$ cat src/rtl/csa_pkg.sv
package csa_pkg;
  // Pair of candidate carries: one assumes an incoming carry of 0, the other of 1.
  typedef struct packed {
    logic c0;
    logic c1;
  } cand_t;
endpackage

$ cat src/rtl/csa_cell.sv
module csa_cell (
  input  logic a,
  input  logic b,
  input  logic cin0,
  input  logic cin1,
  output logic s0,
  output logic s1,
  output logic cout0,
  output logic cout1
);
  logic p;
  logic g;
  assign p     = a ^ b;
  assign g     = a & b;
  assign s0    = p ^ cin0;
  assign s1    = p ^ cin1;
  assign cout0 = g | (p & cin0);
  assign cout1 = g | (p & cin1);
endmodule

$ cat src/rtl/csa_group.sv
module csa_group #(
  parameter int GW = 5
) (
  input  logic [GW-1:0] a,
  input  logic [GW-1:0] b,
  input  logic          gcin,
  output logic [GW-1:0] s,
  output logic          gcout
);
  import csa_pkg::*;

  cand_t            chain [GW+1];
  logic  [GW-1:0]   s0;
  logic  [GW-1:0]   s1;

  assign chain[0].c0 = 1'b0;
  assign chain[0].c1 = 1'b1;

  for (genvar i = 0; i < GW; i++) begin : g_cell
    csa_cell u_cell (
      .a    (a[i]),
      .b    (b[i]),
      .cin0 (chain[i].c0),
      .cin1 (chain[i].c1),
      .s0   (s0[i]),
      .s1   (s1[i]),
      .cout0(chain[i+1].c0),
      .cout1(chain[i+1].c1)
    );
  end

  // The group carry-in picks one of the two precomputed chains.
  assign s     = gcin ? s1 : s0;
  assign gcout = gcin ? chain[GW].c1 : chain[GW].c0;
endmodule

$ cat src/rtl/csa_slice.sv
module csa_slice #(
  parameter int W       = 10,
  parameter int GROUPS  = 2,
  parameter bit REG_OUT = 1'b1
) (
  input  logic         clk,
  input  logic         rst,
  input  logic [W-1:0] op_a,
  input  logic [W-1:0] op_b,
  input  logic         carry_in,
  input  logic         sub,
  output logic [W-1:0] sum,
  output logic         carry_out
);
  localparam int GW = W / GROUPS;

  logic [W-1:0]    b_eff;
  logic [W-1:0]    sum_c;
  logic [GROUPS:0] gcarry;
  logic            cout_c;

  // Subtraction: invert B and turn a zero borrow-in into a forced carry of 1.
  assign b_eff     = op_b ^ {W{sub}};
  assign gcarry[0] = carry_in ^ sub;

  for (genvar g = 0; g < GROUPS; g++) begin : g_grp
    csa_group #(.GW(GW)) u_grp (
      .a    (op_a[g*GW +: GW]),
      .b    (b_eff[g*GW +: GW]),
      .gcin (gcarry[g]),
      .s    (sum_c[g*GW +: GW]),
      .gcout(gcarry[g+1])
    );
  end

  // In subtract mode a carry of 0 out of the top means a borrow.
  assign cout_c = gcarry[GROUPS] ^ sub;

  if (REG_OUT) begin : g_reg
    always_ff @(posedge clk) begin
      if (rst) begin
        sum       <= '0;
        carry_out <= 1'b0;
      end else begin
        sum       <= sum_c;
        carry_out <= cout_c;
      end
    end
  end else begin : g_comb
    assign sum       = sum_c;
    assign carry_out = cout_c;
  end
endmodule

$ cat config.mk
export PLATFORM = sky130hd
export DESIGN_NAME = csa_slice
export DESIGN_NICKNAME = d
export VERILOG_FILES = /design/src/rtl/csa_pkg.sv /design/src/rtl/csa_cell.sv /design/src/rtl/csa_group.sv /design/src/rtl/csa_slice.sv
export SDC_FILE = /design/constraint.sdc
export NUM_CORES = 1
export LEC_CHECK = 0
export ABC_AREA = 1
export CORE_MARGIN = 3
export CORE_UTILIZATION = 35
export CTS_CLUSTER_SIZE = 10
export DETAILED_ROUTE_END_ITERATION = 10
export PLACE_DENSITY = 0.81
export RECOVER_POWER = 100
export SYNTH_ARGS = -nofsm -noshare
export SYNTH_HDL_FRONTEND = slang
export SYNTH_SLANG_ARGS = --single-unit
$ cat constraint.sdc
create_clock -name clk -period 7.27 [get_ports clk]
set_clock_uncertainty 0.05 [all_clocks]
set_input_delay 1.454 -clock clk [delete_from_list [all_inputs] [get_ports clk]]
set_output_delay 1.454 -clock clk [all_outputs]
set_load 0.005 [all_outputs]
**Yosys cells after proc, flatten, opt, wreduce, memory -nomap -nowiden**

Index checks and enable logic that the tools add are counted.

- Register bits: 11
- Bits in latches: 0
- Bits in writable memories: 0
- Memory bits (read-only): 0
- Input port bits: 24
- Output and inout bits: 11
- Word-level logic and storage cells: 81
- Memories kept: 0

- Add/sub/neg operators: 0
- Multipliers: 0
- Divide/modulo/power cells: 0
- Magnitude comparators: 0
- Equal/unequal tests: 0
- Shifts and indexed selects: 0
- Muxes and demuxes: 4
- Bitwise logic cells: 75
- Reductions and logical operators: 0

Operators by type and width:

| operator | count |
|---|---|
| $xor 1x1->1 | 28 |
| $and 1x1->1 | 26 |
| $or 1x1->1 | 18 |
| $mux 5 | 2 |
| $xor 10x10->10 | 1 |
| $mux 1 | 2 |
| $not 1->1 | 2 |

**Longest topological paths before layout**

Gate-level depths: netlist of run 1.

- Depth in word-level cells: 14
- Gate-level depth with buffers: 19

**Hierarchy**

Synthesis of run 1 repeated with hierarchy kept, for this count alone.

- Cell total of the unflattened synthesis: 146
- Area, all modules: 1064.8 µm²

Modules (own cells, without submodules):

| module | times used | cells each | area an instance (µm²) | sequential area each (µm²) |
|---|---|---|---|---|
| csa_slice | 1 | 84 | 506.7 | 220.2 |
| csa_cell | 10 | 2 | 40.0 | 0.0 |
| csa_group | 2 | 21 | 78.8 | 0.0 |

**Worst setup path after synthesis of run 1**

OpenSTA, ideal clock, no wires.

- Kind: input -> register
- Start: input sub
- End: register sum[9]
- Arrival: 5.375 ns
- Required time: 7.102 ns
- Slack: 1.727 ns
- Stages on the path: 18
- Cells stage by stage: buf_6 > xnor2_1 > ha_1 > nand2_1 > o21ai_0 > fa_1 > fa_1 > fa_1 > fa_1 > nor2_1 > a21oi_1 > fa_1 > fa_1 > fa_1 > inv_1 > fa_1 > inv_1 > nor2_1

- Word-level cells in the longest chain between the ends: 13
- Elaborated cells on any way between the ends: 55
- Those cells by class: 2 x mux; 53 x bitwise

Ends and longest elaborated chain:

| what | line | source |
|---|---|---|
| from (decl) | csa_slice.sv:11 | `input logic sub,` |
| $xor 10x10->10 | csa_slice.sv:23 | `assign b_eff = op_b ^ {W{sub}};` |
| $and 1x1->1 or $xor 1x1->1 (tied branches) | csa_cell.sv:14, csa_cell.sv:13 |  |
| $or 1x1->1 | csa_cell.sv:18 | `assign cout1 = g \| (p & cin1);` |
| $and 1x1->1 | csa_cell.sv:18 |  |
| $or 1x1->1 | csa_cell.sv:18 |  |
| $and 1x1->1 | csa_cell.sv:18 |  |
| $or 1x1->1 | csa_cell.sv:18 |  |
| $and 1x1->1 | csa_cell.sv:18 |  |
| $or 1x1->1 | csa_cell.sv:18 |  |
| $and 1x1->1 | csa_cell.sv:18 |  |
| $or 1x1->1 | csa_cell.sv:18 |  |
| $mux 1 | csa_group.sv:34 | `assign gcout = gcin ? chain[GW].c1 : chain[GW].c0;` |
| $mux 5 (*) | csa_group.sv:33 | `assign s = gcin ? s1 : s0;` |
| net g_grp[1].u_grp.s[4] | csa_group.sv:7 | `output logic [GW-1:0] s,` |
| to (signal assigned) | csa_slice.sv:45 | `sum <= sum_c;` |
| to (decl) | csa_slice.sv:12 | `output logic [W-1:0] sum,` |

Mark *: on every way through the listed nets, which the timed path passes. The rest lies on a longest branch.
A chain may end at the register's enable or synchronous reset.

**Worst setup path after layout of run 1**

Ends and elaborated chain as after synthesis.

==> impl_metrics.json, run 1 <==
{
  "period_needed_ns": 6.41,
  "hpwl_um": 1230,
  "synth_warnings": 0,
  "max-vdd-ir-drop_uv": 78.5,
  "maxCapViolCount": 0,
  "fmax_ghz": 0.156,
  "ys_async_sr_fraction_pct": 0,
  "met1_usage_pct": 11.7,
  "area_delta_synth_final_pct": 48.7,
  "syn_area_um2": 739,
  "yosysMostFrequentCell": "inv_1",
  "yosysTopAreaCell": "dfxtp_1",
  "grt_pass1_vias": 531,
  "synth_common_cells": "16 x inv_1, 12 x nor2_1, 11 x dfxtp_1",
  "path_common_cell": "fa_1",
  "synth_ff_type": "dfxtp_1",
  "nets": 150,
  "hold_path_class": "input pin to flip-flop",
  "io_buffers": 34,
  "slowest_stage": "dlygate4sd3_1",
  "met3_usage_pct": 1.72,
  "finalHoldViolCount": 0,
  "setup_viol": 0,
  "vias_per_cell": 4.04,
  "cts_root_buffer": "clkbuf_4",
  "leakage_uw": 0.000517,
  "hold_buffers": 0,
  "h-tree-depth": 1,
  "grtUsageTotal_pct": 12.0,
  "grt_setup_unrepaired": "false",
  "io_pins": 35,
  "grt-busiest-layer": "met2",
  "cts_resized": 0,
  "p_total_uw": 185,
  "crit_buf_inv": 4,
  "fin_ws_ns": 0.864,
  "worst_setup_path_end_kind": "flip-flop",
  "worst_pin_slew_ns": 0.470,
  "cts_buffer_depth": 2,
  "worstPathCellList": "dlygate4sd3_1 -> clkbuf_1 -> nand2_1 -> nand2_1 -> o21ai_0 -> fa_1 -> fa_1 -> fa_1 -> fa_1 -> nor2_1 -> a21oi_1 -> fa_1 -> fa_1 -> fa_1 -> inv_1 -> fa_1 -> inv_1 -> nor2_1",
  "fp.coreArea_um2": 1980,
  "routed_wl_um": 1390,
  "dieHeight_um": 52.0,
  "drt-initial-drc-count": 7,
  "ys_ff_latch": 11,
  "rows": 16,
  "avgSynthCellArea_um2": 9.60,
  "place_ws_ns": 0.864,
  "drc": 0,
  "powerDensity_nw_per_um2": 168,
  "syn_nets": 113,
  "drive_gt1_share_pct": 4.42,
  "regArea_um2": 220,
  "finalWeightedCongestion": 0.695,
  "synth-edff-count": 0,
  "gr-total-overflow": 0,
  "cts_tree": "built",
  "crit_family": "adder cells",
  "cts_buffers": 3,
  "num_vias": 566,
  "route.detailed.wl_per_inst_um": 9.95,
  "clock-sinks": 11,
  "met2_usage_pct": 22.2,
  "multiInputGateArea_um2": 415,
  "critPathKind": "input pin to flip-flop",
  "grt_max_degree": 12,
  "crit_arrival_ns": 6.50,
  "slowest_delay_ns": 0.77,
  "die_x_um": 52.0,
  "startpoint_type": "input pin",
  "final_antenna_net_count": 0,
  "relSlewSlack_pct": 68.7,
  "die_area_um2": 2700,
  "final_cells": 140,
  "worstPathMaxFanout": 8,
  "num-fill-cells": 167,
  "cp.required_ns": 7.36,
  "synthTopCellsByArea": "dfxtp_1 30%, fa_1 22%, xnor2_1 9.5%",
  "grt_pass1_wl_um": 2280,
  "antenna_found_initial": 0,
  "status": "finished clean",
  "post_cts.repair.setup_buffers": 0,
  "syn_inst": 77,
  "finalMaxSlewViolations": 0,
  "synth_top_area_share_pct": 29.8,
  "final_util_pct": 55.5,
  "dr.pass1.iters": 4,
  "yosys.cell_types.count": 16,
  "fin_setup_tns_ns": 0,
  "diodes": 0,
  "dp_cells": 136,
  "path_clk_slew_ns": 0.07,
  "ys_seq_area_share_pct": 29.8,
  "finalCritPeriodShare_pct": 88.1,
  "start_util_pct": 37.3
}
==> flip-flops by register name, indices dropped and copies added (netlist names) <==
signal	count
carry_out	1
sum	10
==> final timing paths <==
check	startpoint	end	slack [ns]	cells past startpoint
setup / recovery	sub	sum[9]	0.86	18
hold / removal	op_a[4]	sum[4]	1.85	4
==> per-layer routing <==
layer	vias to the layer above	wire length, µm
met1	258	452
met2	17	864
li1	289	-
met4	0	19
met3	2	56
met5	-	0
==> final cells by class <==
cell class / count / share of cell area (%)
clock buffers: 4 / 2.39
multi-input cells: 47 / 37.8
well taps: 27 / 3.07
inverters: 16 / 5.46
flip-flops and latches: 11 / 20.0
repair buffers: 35 / 31.3
==> placed cells by master, fill, tap and decap left out, drive strengths merged <==
master	netlist	routed
clkdlybuf4s50	0	22
inv	16	16
nor2	13	13
dlygate4sd3	0	12
dfxtp	11	11
xnor2	10	10
fa	8	8
nand2	7	7
clkbuf	0	5
ha	4	4
xor2	2	2
a21oi	1	1
nand3	1	1
o21ai	1	1
==> cells by family after synthesis <==
kind of cell	synth area share [%]
buffers and inverters	13.0
DFF	29.8
AOI/OAI and AO/OA	1.35
and+or+nand+nor	11.2
adders and majority gates	28.4
xor gates and xnor gates	16.2
==> power breakdown <==
| part | switching (µW) | total, µW | internal [µW] |
|---|---|---|---|
| sequential | 2.05 | 72.9 | 70.9 |
| clock | 19.7 | 40.9 | 21.2 |
| combinational | 29.1 | 70.9 | 41.9 |
==> worst min-delay path, cell delays in order <==
cell and delay, ns:
clkdlybuf4s50_1 0.39, inv_1 0.07, fa_1 0.17, nor2_1 0.04
==> metrics by stage <==
| step | hold slack (ns) | area (µm²) |
|---|---|---|
| 2_1_floorplan | 1.55 | 739 |
| 3_3_place_gp | 2.11 | 1080 |
| 3_5_place_dp | 2.10 | 1080 |
| 4_1_cts | 1.84 | 1110 |
| 5_1_grt | 1.87 | 1100 |
| 6_report | 1.85 | 1100 |
Power figures use the tool's default switching activity.
==> run 2: changes to the inputs <==
- CTS_BUF_LIST: not set -> sky130_fd_sc_hd__clkbuf_4 sky130_fd_sc_hd__clkbuf_8 sky130_fd_sc_hd__clkbuf_16
- SKIP_LAST_GASP: not set -> 1
==> run 2 against run 1 <==
  * Routed wire length fell by 1.0%
  * Final cell count did not move
  * Critical endpoint unchanged
  * Count of clock-buffer cells in the layout did not move
  * Global-route usage did not move
  * Critical path depth did not move
==> impl_metrics.json, run 2 (synthesized netlist as in run 1, its figures left out) <==
{
  "hold_depth": 4,
  "worstPathMaxFanout": 8,
  "fp.coreArea_um2": 1980,
  "dr.pass1.iters": 4,
  "clock-sinks": 11,
  "critPathKind": "input pin to flip-flop",
  "worstPathCellList": "dlygate4sd3_1 -> clkbuf_1 -> nand2_1 -> nand2_1 -> o21ai_0 -> fa_1 -> fa_1 -> fa_1 -> fa_1 -> nor2_1 -> a21oi_1 -> fa_1 -> fa_1 -> fa_1 -> inv_1 -> fa_1 -> inv_1 -> nor2_1",
  "start_util_pct": 37.3,
  "area_delta_synth_final_pct": 49.2,
  "period_needed_ns": 6.40,
  "power_switching_uw": 50.5,
  "max-vdd-ir-drop_uv": 87.4,
  "hpwl_um": 1230,
  "cp.required_ns": 7.36,
  "gr-total-overflow": 0,
  "worst_setup_path_end_kind": "flip-flop",
  "maxCapViolCount": 0,
  "cts_root_buffer": "clkbuf_4",
  "final_antenna_net_count": 0,
  "hold_buffers": 0,
  "reg.largest.list": "sum: 10 flops, carry_out: 1 flops",
  "hold_ws_ns": 1.85,
  "intPower_uw": 138,
  "cts_tree": "built",
  "layout_commonest_cell": "clkdlybuf4s50_1",
  "status": "finished clean",
  "die_x_um": 52.0,
  "route.detailed.wl_per_inst_um": 9.85,
  "fmax_ghz": 0.156,
  "vias_per_cell": 3.99,
  "crit_arrival_ns": 6.49,
  "slowest_delay_ns": 0.76,
  "grt_max_degree": 12,
  "io_pins": 35,
  "cts_buffer_depth": 2,
  "grt_pass1_wl_um": 2280,
  "path_clk_slew_ns": 0.07,
  "cts_buffers": 3,
  "slowest_stage": "dlygate4sd3_1",
  "startpoint_type": "input pin",
  "grtUsageTotal_pct": 12.0,
  "path_common_cell": "fa_1",
  "sw_frac_of_total_pct": 26.9,
  "drc": 0,
  "fin_setup_tns_ns": 0,
  "clkPwrFrac_pct": 23.6,
  "combPwrFrac_pct": 37.6,
  "finalWeightedCongestion": 0.695,
  "largest_reg_flops": 10,
  "rows": 16,
  "hold_start": "op_a[4]",
  "drive_gt1_share_pct": 5.31,
  "dieHeight_um": 52.0,
  "finalMaxSlewViolations": 0,
  "relSlewSlack_pct": 68.6,
  "grt_pass1_vias": 531,
  "setup_viol": 0,
  "post_cts.repair.setup_buffers": 0,
  "hold_path_end": "sum[4]",
  "powerDensity_nw_per_um2": 170,
  "top_register": "sum",
  "nets": 150,
  "cts_resized": 0,
  "layout_common_cells": "22 x clkdlybuf4s50_1, 16 x inv_1, 12 x nor2_1, 12 x dlygate4sd3_1, 11 x dfxtp_1",
  "worst_pin_slew_ns": 0.471,
  "hold_path_class": "input pin to flip-flop",
  "die_area_um2": 2700,
  "leakage_uw": 0.000520,
  "num_vias": 559,
  "diodes": 0,
  "finalCritPeriodShare_pct": 88.0,
  "finalHoldViolCount": 0,
  "routed_wl_um": 1380,
  "drt-initial-drc-count": 4,
  "pwr-share-seq_pct": 38.8,
  "grt_setup_unrepaired": "false",
  "h-tree-depth": 1,
  "antenna_found_initial": 0,
  "io_buffers": 34
}
-- run 2: cell types whose count changed in the layout (fill, tap and decap cells not counted) --
cell and change:
clkbuf_4 +1, clkbuf_1 -1
-- run 2: power groups by stage --
stage	clock, µW	combinational [µW]	sequential [µW]
floorplan	0	37.4	76.5
global placement	0	75.2	74.9
detailed placement	0	77.5	75.2
CTS	46.9	77.7	73.7
global route	51.8	81.0	74.1
finish	44.4	70.8	72.9
-- run 2: how the worst max path moves through the flow --
stage	from	end
2_1_floorplan	sub	sum[9]
3_3_place_gp	sub	sum[9]
3_5_place_dp	sub	sum[9]
4_1_cts	sub	sum[9]
5_1_grt	sub	sum[9]
6_report	sub	sum[9]
-- run 2: stage by stage --
step	power [µW]	std cells	utilization (%)	cell area, µm²	worst slack [ns]
2_1_floorplan	114	77	-	739	1.73
3_3_place_gp	150	136	54.7	1080	0.936
3_5_place_dp	153	136	54.7	1080	0.864
4_1_cts	198	140	56.3	1110	1.16
5_1_grt	207	140	55.7	1100	0.585
6_report	188	140	55.7	1100	0.872
-- run 2: area by class of cell --
class                   count  area, µm²
fillers                   168        878
inverters                  16       60.1
clock buffers               4       30.0
repair buffers             35        344
well taps                  27       33.8
flip-flops and latches     11        220
multi-input cells          47        415
-- run 2: worst max-delay path: cells and delay by family --
kind / cells / cell delay, ns
and+or+nand+nor: 4 / 0.38
adders and majority gates: 8 / 3.12
AOI/OAI and AO/OA: 2 / 0.20
buffers and inverters: 4 / 1.32
-- run 2: metal layers --
layer  global-route usage (%)  wire length [µm]  vias up
met5                        0                 0        -
met4                     9.17                19        0
met3                     1.72                40        2
met2                     22.2               864       11
met1                     11.7               455      257
li1                         -                 -      289
==> run 3: changes to the inputs <==
- CAP_MARGIN: not set -> 20
- RECOVER_POWER: 100 -> 50
- REMOVE_ABC_BUFFERS: not set -> 1
==> run 3 against run 2 <==
  * Via count grew 1.1%
  * Power increased by 1.7%
  * Die area unchanged
  * Final cell count did not move
  * Count of clock-buffer cells in the layout unchanged
  * Routed wire length rose by 11%
  * Sequential power is essentially flat
  * Core utilization is 0.57 points higher
  * Combinational power increased by 6.1%
  * Global-route usage decreased by 0.40 points
  * Sequential share of layout area down 0.20 points
  * Largest cell class unchanged
  * Highest routed layer unchanged
==> impl_metrics.json, run 3 (synthesized netlist as in run 1, its figures left out) <==
{
  "crit_family": "adder cells",
  "cp.depth": 18,
  "diodes": 0,
  "die_x_um": 52.0,
  "slowest_delay_ns": 0.71,
  "routed_wl_um": 1530,
  "grt_max_degree": 12,
  "drt-initial-drc-count": 7,
  "h-tree-depth": 1,
  "powerDensity_nw_per_um2": 172,
  "layout_commonest_cell": "clkdlybuf4s50_1",
  "start_util_pct": 37.3,
  "path_common_cell": "fa_1",
  "post_cts.repair.setup_buffers": 0,
  "drive_gt1_share_pct": 7.08,
  "reg.largest.list": "sum: 10 flops, carry_out: 1 flops",
  "io_pins": 35,
  "fp.coreArea_um2": 1980,
  "setup_viol": 0,
  "largest_reg_flops": 10,
  "cts_resized": 0,
  "worst_setup_path_end_kind": "flip-flop",
  "grtUsageTotal_pct": 11.6,
  "top_register": "sum",
  "rows": 16,
  "cts_tree": "built",
  "leakage_uw": 0.000529,
  "endpoint": "sum[9]",
  "cts_root_buffer": "clkbuf_4",
  "final_area_um2": 1110,
  "io_buffers": 34,
  "startpoint": "sub",
  "dieHeight_um": 52.0,
  "hold_buffers": 0,
  "finalHoldViolCount": 0,
  "nets": 150,
  "slowest_stage": "clkdlybuf4s50_1",
  "grt_pass1_wl_um": 2250,
  "fin_setup_tns_ns": 0,
  "layout_common_cells": "23 x clkdlybuf4s50_1, 16 x inv_1, 12 x nor2_1",
  "cp.required_ns": 7.36,
  "area_delta_synth_final_pct": 50.8,
  "num_vias": 565,
  "place_area_um2": 1080,
  "antenna_found_initial": 0,
  "status": "finished clean",
  "hold_path_class": "input pin to flip-flop",
  "hpwl_um": 1410,
  "drc": 0,
  "finalCritPeriodShare_pct": 86.1,
  "maxCapViolCount": 0,
  "worstPathMaxFanout": 8,
  "cts_buffers": 3,
  "grt_pass1_vias": 534,
  "p_total_uw": 191,
  "worst_pin_slew_ns": 0.403,
  "path_clk_slew_ns": 0.07,
  "critPathKind": "input pin to flip-flop",
  "grt_setup_unrepaired": "false",
  "gr-total-overflow": 0,
  "startpoint_type": "input pin",
  "route.detailed.wl_per_inst_um": 10.9,
  "clock-sinks": 11,
  "die_area_um2": 2700,
  "crit_buf_inv": 3,
  "final_antenna_net_count": 0,
  "max-vdd-ir-drop_uv": 94.7,
  "period_needed_ns": 6.26,
  "relSlewSlack_pct": 73.1,
  "cts_buffer_depth": 2,
  "finalMaxSlewViolations": 0,
  "worstPathCellList": "clkdlybuf4s50_1 -> xnor2_1 -> ha_1 -> nand2_1 -> o21ai_0 -> fa_1 -> fa_1 -> fa_1 -> fa_1 -> nor2_1 -> a21oi_1 -> fa_1 -> fa_1 -> fa_1 -> inv_1 -> fa_1 -> inv_1 -> nor2_1",
  "fmax_ghz": 0.160,
  "dr.pass1.iters": 4,
  "finalWeightedCongestion": 0.718,
  "crit_arrival_ns": 6.35,
  "vias_per_cell": 4.04
}
run 3: changes by cell type in the layout (fill, tap and decap cells not counted), sizes merged:
cell | before | now
buf | 0 | 1
clkbuf | 5 | 4
dlygate4sd3 | 12 | 11
clkdlybuf4s50 | 22 | 23
run 3: worst min-delay path by stage:
stage	endpoint	cells past startpoint	from	slack, ns
finish	sum[2]	4	op_a[2]	1.86
global route	sum[0]	5	carry_in	1.89
CTS	sum[2]	4	op_a[2]	1.86
detailed placement	sum[3]	1	sum[3]	2.10
global placement	sum[4]	1	sum[4]	2.11
floorplan	carry_out	1	rst	1.47
run 3: final cells by class:
| type | instances | area [µm²] |
|---|---|---|
| Clock buffer | 4 | 30.0 |
| Fill cell | 184 | 867 |
| Inverter | 16 | 60.1 |
| Multi-Input combinational cell | 47 | 423 |
| Sequential cell | 11 | 220 |
| Tap cell | 27 | 33.8 |
| Timing Repair Buffer | 35 | 348 |
run 3: per-layer routing:
| metal | track usage, % | vias to the layer above | wire length (µm) | part of all wire [%] |
|---|---|---|---|---|
| li1 | - | 291 | - | - |
| met1 | 12.3 | 254 | 536 | 35 |
| met2 | 22.6 | 18 | 919 | 60 |
| met3 | 0.860 | 2 | 56 | 3.7 |
| met4 | 5.24 | 0 | 16 | 1.0 |
| met5 | 0 | - | 0 | 0 |
run 3: power breakdown:
group          internal, µW  switching, µW
Sequential             70.9           2.03
Combinational          43.7           31.4
Clock                  24.9           18.5
run 3: through the flow:
stage / cells / utilization, % / hold WS [ns] / setup WS [ns]
floorplan: 74 / - / 1.47 / 1.86
global placement: 136 / 54.7 / 2.11 / 0.951
detailed placement: 136 / 54.7 / 2.10 / 0.713
CTS: 140 / 56.3 / 1.86 / 0.985
global route: 140 / 56.3 / 1.89 / 0.751
finish: 140 / 56.3 / 1.86 / 1.01
